==> src/rtl/hbs_pkg.sv <==
package hbs_pkg;

  // Convert a duration in nanoseconds to clock cycles, never below one.
  function automatic longint unsigned ns_to_cycles(longint unsigned clk_khz,
                                                   longint unsigned dur_ns);
    longint unsigned c;
    c = (clk_khz * dur_ns) / 64'd1000000;
    if (c == 0) c = 1;
    return c;
  endfunction

  // Convert a duration in microseconds to clock cycles, never below one.
  function automatic longint unsigned us_to_cycles(longint unsigned clk_khz,
                                                   longint unsigned dur_us);
    longint unsigned c;
    c = (clk_khz * dur_us) / 64'd1000;
    if (c == 0) c = 1;
    return c;
  endfunction

endpackage

==> src/rtl/hbs_sync.sv <==
module hbs_sync #(
  parameter int unsigned WIDTH = 1
) (
  input  logic             clk,
  input  logic             rst_n,
  input  logic [WIDTH-1:0] async_in,
  output logic [WIDTH-1:0] sync_out
);

  logic [WIDTH-1:0] meta_q;
  logic [WIDTH-1:0] stab_q;

  always_ff @(posedge clk or negedge rst_n) begin
    if (!rst_n) begin
      meta_q <= '0;
      stab_q <= '0;
    end else begin
      meta_q <= async_in;
      stab_q <= meta_q;
    end
  end

  assign sync_out = stab_q;

endmodule

==> src/rtl/hbs_persist.sv <==
// Counts consecutive cycles of a high level; done once LIMIT cycles are seen.
module hbs_persist #(
  parameter longint unsigned LIMIT = 4
) (
  input  logic clk,
  input  logic rst_n,
  input  logic clr,
  input  logic level,
  output logic done
);

  localparam int unsigned CW = $clog2(LIMIT + 1);
  localparam logic [CW-1:0] LIM = CW'(LIMIT);

  logic [CW-1:0] cnt_q;
  logic [CW-1:0] cnt_d;
  logic          cnt_en;

  always_comb begin
    cnt_en = 1'b0;
    cnt_d  = cnt_q;
    if (clr || !level) begin
      cnt_en = 1'b1;
      cnt_d  = '0;
    end else if (cnt_q != LIM) begin
      cnt_en = 1'b1;
      cnt_d  = cnt_q + 1'b1;
    end
  end

  always_ff @(posedge clk or negedge rst_n) begin
    if (!rst_n) begin
      cnt_q <= '0;
    end else if (cnt_en) begin
      cnt_q <= cnt_d;
    end
  end

  assign done = (cnt_q == LIM);

endmodule

==> src/rtl/hb_fault_supervisor.sv <==
module hb_fault_supervisor
  import hbs_pkg::*;
#(
  parameter int unsigned N_FET        = 4,
  parameter int unsigned CLK_KHZ      = 200000,
  parameter int unsigned LIM_FILT_NS  = 3000,
  parameter int unsigned LIM_FAULT_US = 275000,
  parameter int unsigned OCP_FILT_NS  = 1000
) (
  input  logic             clk,
  input  logic             rst_n,
  input  logic             isense_hi,
  input  logic [N_FET-1:0] fet_oc,
  input  logic             ot_trip,
  input  logic             ot_release,
  input  logic             uv_flag,
  output logic             bridge_en,
  output logic             ilim_req,
  output logic             fault_n,
  output logic             logic_rst
);

  localparam int unsigned     FLAG_W        = N_FET + 4;
  localparam longint unsigned LIM_FILT_CYC  = ns_to_cycles(CLK_KHZ, LIM_FILT_NS);
  localparam longint unsigned LIM_FAULT_CYC = us_to_cycles(CLK_KHZ, LIM_FAULT_US);
  localparam longint unsigned OCP_FILT_CYC  = ns_to_cycles(CLK_KHZ, OCP_FILT_NS);

  // Synchronised flags.
  logic [FLAG_W-1:0] raw_flags;
  logic [FLAG_W-1:0] sync_flags;
  logic [N_FET-1:0]  fet_oc_s;
  logic              sense_s;
  logic              ot_trip_s;
  logic              ot_rel_s;
  logic              uv_s;

  assign raw_flags = {fet_oc, isense_hi, ot_trip, ot_release, uv_flag};

  hbs_sync #(.WIDTH(FLAG_W)) sync_i (
    .clk      (clk),
    .rst_n    (rst_n),
    .async_in (raw_flags),
    .sync_out (sync_flags)
  );

  assign fet_oc_s  = sync_flags[FLAG_W-1:4];
  assign sense_s   = sync_flags[3];
  assign ot_trip_s = sync_flags[2];
  assign ot_rel_s  = sync_flags[1];
  assign uv_s      = sync_flags[0];

  // Current limit path: deglitch filter then persistence timer.
  logic lim_done;
  logic lim_persist_done;
  logic lim_fault;

  hbs_persist #(.LIMIT(LIM_FILT_CYC)) lim_filt_i (
    .clk   (clk),
    .rst_n (rst_n),
    .clr   (uv_s),
    .level (sense_s),
    .done  (lim_done)
  );

  assign ilim_req = lim_done && !uv_s;

  hbs_persist #(.LIMIT(LIM_FAULT_CYC)) lim_hold_i (
    .clk   (clk),
    .rst_n (rst_n),
    .clr   (uv_s),
    .level (ilim_req),
    .done  (lim_persist_done)
  );

  assign lim_fault = lim_persist_done && ilim_req;

  // Per-FET overcurrent deglitch filters.
  logic [N_FET-1:0] fet_oc_done;

  for (genvar g = 0; g < N_FET; g++) begin : g_fet
    hbs_persist #(.LIMIT(OCP_FILT_CYC)) oc_filt_i (
      .clk   (clk),
      .rst_n (rst_n),
      .clr   (uv_s),
      .level (fet_oc_s[g]),
      .done  (fet_oc_done[g])
    );
  end

  // Latched overcurrent and thermal states.
  logic oc_latch_q;
  logic oc_latch_d;
  logic ot_state_q;
  logic ot_state_d;

  always_comb begin
    oc_latch_d = oc_latch_q | (|fet_oc_done);
    if (uv_s) oc_latch_d = 1'b0;
  end

  always_comb begin
    ot_state_d = ot_state_q;
    if (uv_s)           ot_state_d = 1'b0;
    else if (ot_trip_s) ot_state_d = 1'b1;
    else if (ot_rel_s)  ot_state_d = 1'b0;
  end

  always_ff @(posedge clk or negedge rst_n) begin
    if (!rst_n) begin
      oc_latch_q <= 1'b0;
      ot_state_q <= 1'b0;
    end else begin
      oc_latch_q <= oc_latch_d;
      ot_state_q <= ot_state_d;
    end
  end

  // Outputs.
  assign logic_rst = uv_s;
  assign bridge_en = !(oc_latch_q || ot_state_q || uv_s);
  assign fault_n   = !(lim_fault || oc_latch_q || ot_state_q || uv_s);

endmodule

==> config.mk <==
export PLATFORM = sky130hd
export DESIGN_NAME = hb_fault_supervisor
export DESIGN_NICKNAME = d
export VERILOG_FILES = /design/src/rtl/hbs_pkg.sv /design/src/rtl/hbs_sync.sv /design/src/rtl/hbs_persist.sv /design/src/rtl/hb_fault_supervisor.sv
export SDC_FILE = /design/constraint.sdc
export NUM_CORES = 1
export LEC_CHECK = 0
export ABC_AREA = 1
export BUFFER_PORTS_ARGS = -buffer_cell sky130_fd_sc_hd__buf_2
export CAP_MARGIN = 30
export CORE_MARGIN = 2
export CORE_UTILIZATION = 60
export CTS_CLUSTER_SIZE = 28
export DETAILED_ROUTE_END_ITERATION = 16
export GPL_TIMING_DRIVEN = 0
export PLACE_DENSITY = 0.78
export SYNTH_ARGS = -nofsm -noshare
export SYNTH_HDL_FRONTEND = slang
export SYNTH_SLANG_ARGS = --single-unit
==> constraint.sdc <==
create_clock -name clk -period 2.2 [get_ports clk]
set_clock_uncertainty 0.2 [all_clocks]
set_input_delay 0.11 -clock clk [delete_from_list [all_inputs] [get_ports clk]]
set_output_delay 0.11 -clock clk [all_outputs]
set_load 0.01 [all_outputs]
After elaboration in Yosys (flattened, before gate mapping)
Index checks and enable logic that the tools add are counted.
Widths: inputs -> output; s select.
- flip-flop bits (word level): 86
- input bits: 10
- word-level logic and storage cells: 93
- $add $sub $neg: 6
- eq/ne operators: 12
- mux-type cells: 28
- bitwise logic cells: 1
- reduce and logical (&&, ||, !) cells: 36
- operator list (kind ; number):
    $mux 8 ; 8
    $mux 26 ; 2
    $add 8x1->8 const B ; 4
    $eq 8x8->1 const B ; 4
    $ne 8x8->1 const B ; 4
    $add 26x1->26 const B ; 1
    $eq 26x26->1 const B ; 1
    $ne 26x26->1 const B ; 1
    $mux 10 ; 2
    $mux 1 ; 16
    $reduce_and 2->1 ; 6
    $reduce_bool 2->1 ; 6
    $logic_or 1x1->1 ; 11
    $add 10x1->10 const B ; 1
    $eq 10x10->1 const B ; 1
    $ne 10x10->1 const B ; 1
    $logic_not 1->1 ; 9
    $reduce_or 4->1 ; 1
    $reduce_bool 3->1 ; 1
    $logic_and 1x1->1 ; 2
    $or 1x1->1 ; 1

Logic depth before layout (Yosys ltp)
- depth in word-level cells: 7
- gate-level depth with buffers: 10

Hierarchy
A second synthesis with hierarchy kept.
- cell total of the unflattened synthesis: 631
- area total of the unflattened synthesis: 4727.0 µm²
- by module, submodules not included (module ; instances ; cells each ; area an instance (µm²) ; sequential area each (µm²)):
    hbs_persist at g_fet[0].oc_filt_i ... ; 4 ; 64 ; 480.5 ; 200.2
    hbs_persist at lim_hold_i ; 1 ; 263 ; 1692.9 ; 650.6
    hbs_persist at lim_filt_i ; 1 ; 78 ; 594.3 ; 250.2
    hbs_sync ; 1 ; 16 ; 400.4 ; 400.4
    hb_fault_supervisor ; 1 ; 18 ; 117.6 ; 50.0

Worst setup path before layout
No wires, ideal clock.
- path type: register to register
- from: reg lim_hold_i.cnt_q[0]
- to: reg lim_hold_i.cnt_q[18]
- setup time: 0.119 ns
- data arrival time: 1.313 ns
- required time: 1.881 ns
- setup slack: 0.568 ns
- cell stages (with the launch flop): 9
- period minus slack after synthesis: 1.632 ns
- path through: dfrtp_1 ha_1 nand3_2 nor2_4 nand2_4 nor3_4 nand3_1 nand2_1 nor2_1
- word-level cells in the longest chain between the ends: 4
- RTL lines (what ; RTL line ; RTL):
    from (decl) ; hbs_persist.sv:15 ; logic [CW-1:0] cnt_q;
    from (signal assigned) ; hbs_persist.sv:35 ; cnt_q <= cnt_d;
    branches (longest 4 deep; another with $add 26x1->26) ; n/a ;
Several ways; the timed one is not identified. The select of a mux whose other input is x is not followed.
A chain may end at the register's enable or synchronous reset.

Final worst setup path
- from: reg lim_hold_i.cnt_q[0]
- to: out fault_n
- word-level cells in the longest chain between the ends: 6
- RTL lines (what ; RTL line ; RTL):
    $eq 26x26->1 ; hbs_persist.sv:39 ; assign done = (cnt_q == LIM);
    $logic_and 1x1->1 ; hb_fault_supervisor.sv:75 ; assign lim_fault = lim_persist_done && ilim_req;
    $logic_or 1x1->1 (3 in series) ; hb_fault_supervisor.sv:121 ; assign fault_n = !(lim_fault || oc_latch_q || ot_state_q || uv_s);
    $logic_not 1->1 ; hb_fault_supervisor.sv:121 ;
    to (decl) ; hb_fault_supervisor.sv:19 ; output logic fault_n,
Every way passes these cells.

==> metrics.log <==
[metrics] Post-Syn Instances: 519
[metrics] chain of cells forming the critical path: inv_1 -> ha_1 -> nand2_1 -> nor2_1 -> nand2_1 -> nor2_1 -> nand2_2 -> o21a_1 -> buf_2
[metrics] clock latency of the later-clocked register in the worst-skew pair: 0.36 ns
[metrics] number of slew-limit violations in the final report: 0
[metrics] GPL Wtd Cong: 0.934
[metrics] CP Capture Type: primary output
[metrics] largest net degree at the start of global routing: 64
[metrics] Util after Layout: 71.6%
[metrics] Initial Util: 62.6%
[metrics] maximum root-to-sink buffer count: 2
[metrics] area of the core: 6870 sq um
[metrics] post-synthesis area per instance: 8.28 sq um
[metrics] GRT Residual Overflow: 0
[metrics] highest-count cells in the layout ignoring fill and taps: sky130_fd_sc_hd__nand2_1, sky130_fd_sc_hd__dfrtp_1, sky130_fd_sc_hd__inv_1, sky130_fd_sc_hd__nor2_1, sky130_fd_sc_hd__nand3_1
[metrics] antenna violations before repair: 0
[metrics] maximum fanout count along the critical path: 3
[metrics] wire length of the first global-routing pass: 14.9 mm
[metrics] endpoint required time on the critical path: 1.89 ns
[metrics] aggregate routed wire length: 8.55 mm
[metrics] reg-to-reg startpoint: lim_hold_i.cnt_q[0]$_DFFE_PN0P_
[metrics] clock tree root driver cell: sky130_fd_sc_hd__clkbuf_8
[metrics] post-synthesis sequential element count: 86
[metrics] width of the die: 88.6 microns
[metrics] count of clock tree sinks: 86
[metrics] Remaining DRCs: 0
[metrics] launching instance or port of the critical path: lim_hold_i.cnt_q[0]$_DFFE_PN0P_
[metrics] Max stage delay cell, worst path: sky130_fd_sc_hd__dfrtp_2
[metrics] Pwr per Cell Area: 584 nW/um^2
[metrics] placed wire-length estimate after detailed placement: 5.98 mm
[metrics] dominant synthesized flop cell: sky130_fd_sc_hd__dfrtp_1
[metrics] Max Freq: 475 MHz
[metrics] fraction of the cycle the final worst path needs: 95.6%
[metrics] Die Span Y: 88.6 microns
[metrics] worst rel slew slack: 49.7%
[metrics] total count of hold-check failures in the final report: 0
[metrics] length of the first detailed-routing pass in iterations: 5
[metrics] shortest clock period the worst path allows after layout: 2.10 ns
[metrics] proportion of register bits with asynchronous set or reset after synthesis: 100%
[metrics] H-tree levels: 3
[metrics] Hold Crit Class: in2async
[metrics] average wire length per cell after detail routing: 12.8 microns
[metrics] commonest non-fill, non-tap cell in the layout: sky130_fd_sc_hd__nand2_1
[metrics] Maximum Capacitance Violations: 0
[metrics] Mapped Area: 4300 sq um
[metrics] die area: 7860 sq um
[metrics] diode insertion count for antenna repair: 0
[metrics] data arrival time at the worst-slack endpoint: 1.79 ns
[metrics] count of input and output buffers: 13
[metrics] clock tree from TritonCTS: yes
[metrics] overall routing resource usage: 24.4%
[metrics] maximum ir drop on the vdd rail: 0.000424 V
[metrics] number of failing setup endpoints in the final timing report: 0
[metrics] result of the run: finished clean
[metrics] fraction of final layout cells with drive strength greater than 1: 12.6%
[metrics] Via Count: 3576
[metrics] Pleak: 2.22 nW
[metrics] CTS clk-pin slew, worst paths: 0.09 ns
[metrics] via count of the first global-routing pass: 3460
[metrics] final cell count without fillers: 667
[metrics] category of the critical setup timing path: reg2out
[metrics] Syn Nets: 541
[metrics] Initial DRC Count: 285
[metrics] clock buffers created by TritonCTS: 9
[metrics] cell count after placement: 629
[metrics] number of enable flip-flop cells after synthesis: 0
[metrics] Slowest Stage Delay on Critical Path: 0.43 ns
[metrics] I/O pin count: 14
[metrics] part of the Yosys area used for sequential elements: 50.1%
[metrics] Warnings, synthesis: 0
[metrics] via-per-instance ratio: 5.36
[metrics] post-route antenna net violation count: 0
[metrics] area added between synthesis and finish: 14.4%
[metrics] CP Launch Type: flip-flop
[metrics] number of nets in the layout: 588
[metrics] unique cell type count in the Yosys netlist: 32
[metrics] actual transition at the worst max-transition pin: 0.751 ns
[metrics] number of cell rows: 30
## cells by family after synthesis
group / share of synthesized area (%)
fa+ha+maj: 3.49
simple gates: 26.5
flops: 50.1
compound gates: 11.3
buf+inv: 7.68
xor+xnor: 1.02
## routing by layer
metal / part of all wire, % / GRT usage, % / vias to the layer above / wire length, microns
met5: 0 / 0 / - / 0
met4: 2.1 / 9.09 / 0 / 179
met3: 4.2 / 5.13 / 19 / 361
met2: 50 / 42.7 / 91 / 4280
met1: 44 / 29.7 / 1692 / 3720
li1: - / - / 1774 / -
## registers in the layout (all words and copies together), names as in the netlist
register,cells
oc_latch_q,1
g_fet.oc_filt_i.cnt_q,32
sync_i.sync_out,8
sync_i.meta_q,8
lim_filt_i.cnt_q,10
ot_state_q,1
lim_hold_i.cnt_q,26
## timing repair
action / in CTS / in global routing
hold buffers: 11 / 0
buffers inserted: 3 / 8
pin swaps: 2 / 2
gates resized for setup: 0 / 3
setup endpoints to repair: 1 / 2
gates cloned: 0 / 0
hold endpoints to repair: 94 / 0
## report_power, final
group / internal [W] / switching, W
Combinational: 0.0000473 / 0.0000747
Sequential: 0.00160 / 0.0000139
Clock: 0.000539 / 0.000592
## through the flow
stage	TNS [ns]	hold WS [ns]	total power [W]	instance area, sq um	setup WS [ns]
floorplan	0	-0.386	0.00169	4300	0.568
detailed placement	0	-0.160	0.00175	4510	0.342
CTS	0	0.0867	0.00290	4850	0.00271
finish	0	0.0994	0.00287	4920	0.0968
global route	-0.00387	0.141	0.00298	4920	-0.00387
global placement	0	0.0176	0.00174	4480	0.169
## final timing paths
| check | endpoint | slack (ns) | cells past startpoint |
|---|---|---|---|
| max | fault_n | 0.1 | 9 |
| min | lim_filt_i.cnt_q[7]$_DFFE_PN0P_ | 0.1 | 3 |
| max reg2reg | lim_hold_i.cnt_q[0]$_DFFE_PN0P_ | 0.30 | 12 |
| min reg2reg | sync_i.sync_out[7]$_DFF_PN0_ | 0.15 | 0 |
| max in group asynchronous | lim_hold_i.cnt_q[23]$_DFFE_PN0P_ | 0.58 | 3 |
| min in group clk | sync_i.sync_out[7]$_DFF_PN0_ | 0.15 | 0 |
## synth_stat cells, drive strengths merged (2+ instances only)
| cell type | count | area [sq um] |
|---|---|---|
| a31oi | 5 | 31.3 |
| ha | 12 | 150 |
| a21oi | 40 | 219 |
| nand4 | 9 | 56.3 |
| xor2 | 4 | 35.0 |
| nor3b | 2 | 15.0 |
| o21ai | 33 | 180 |
| o21a | 3 | 22.5 |
| nand3 | 46 | 245 |
| nor3 | 20 | 111 |
| buf | 2 | 22.5 |
| inv | 82 | 308 |
| dfrtp | 86 | 2150 |
| a211oi | 2 | 15.0 |
| nor2 | 73 | 322 |
| nand2 | 94 | 368 |
## layout make-up
cell class              instances  area, sq um
repair buffers                 36          288
clock buffers                   9          124
fillers                       527         1950
inverters                      82          308
clock inverters                 7         82.6
plain buffers                   2         22.5
well taps                      96          120
multi-input cells             349         1820
flip-flops and latches         86         2150
## worst max-delay path, delay by kind of cell, from the launching register on
family / cells / cell delay, ns
buffers and inverters: 2 / 0.23
flip-flops: 1 / 0.43
AND/OR/NAND/NOR: 5 / 0.43
adder cells (fa/ha/maj): 1 / 0.15
AO/OA/AOI/OAI: 1 / 0.20
Power figures use the tool's default switching activity.
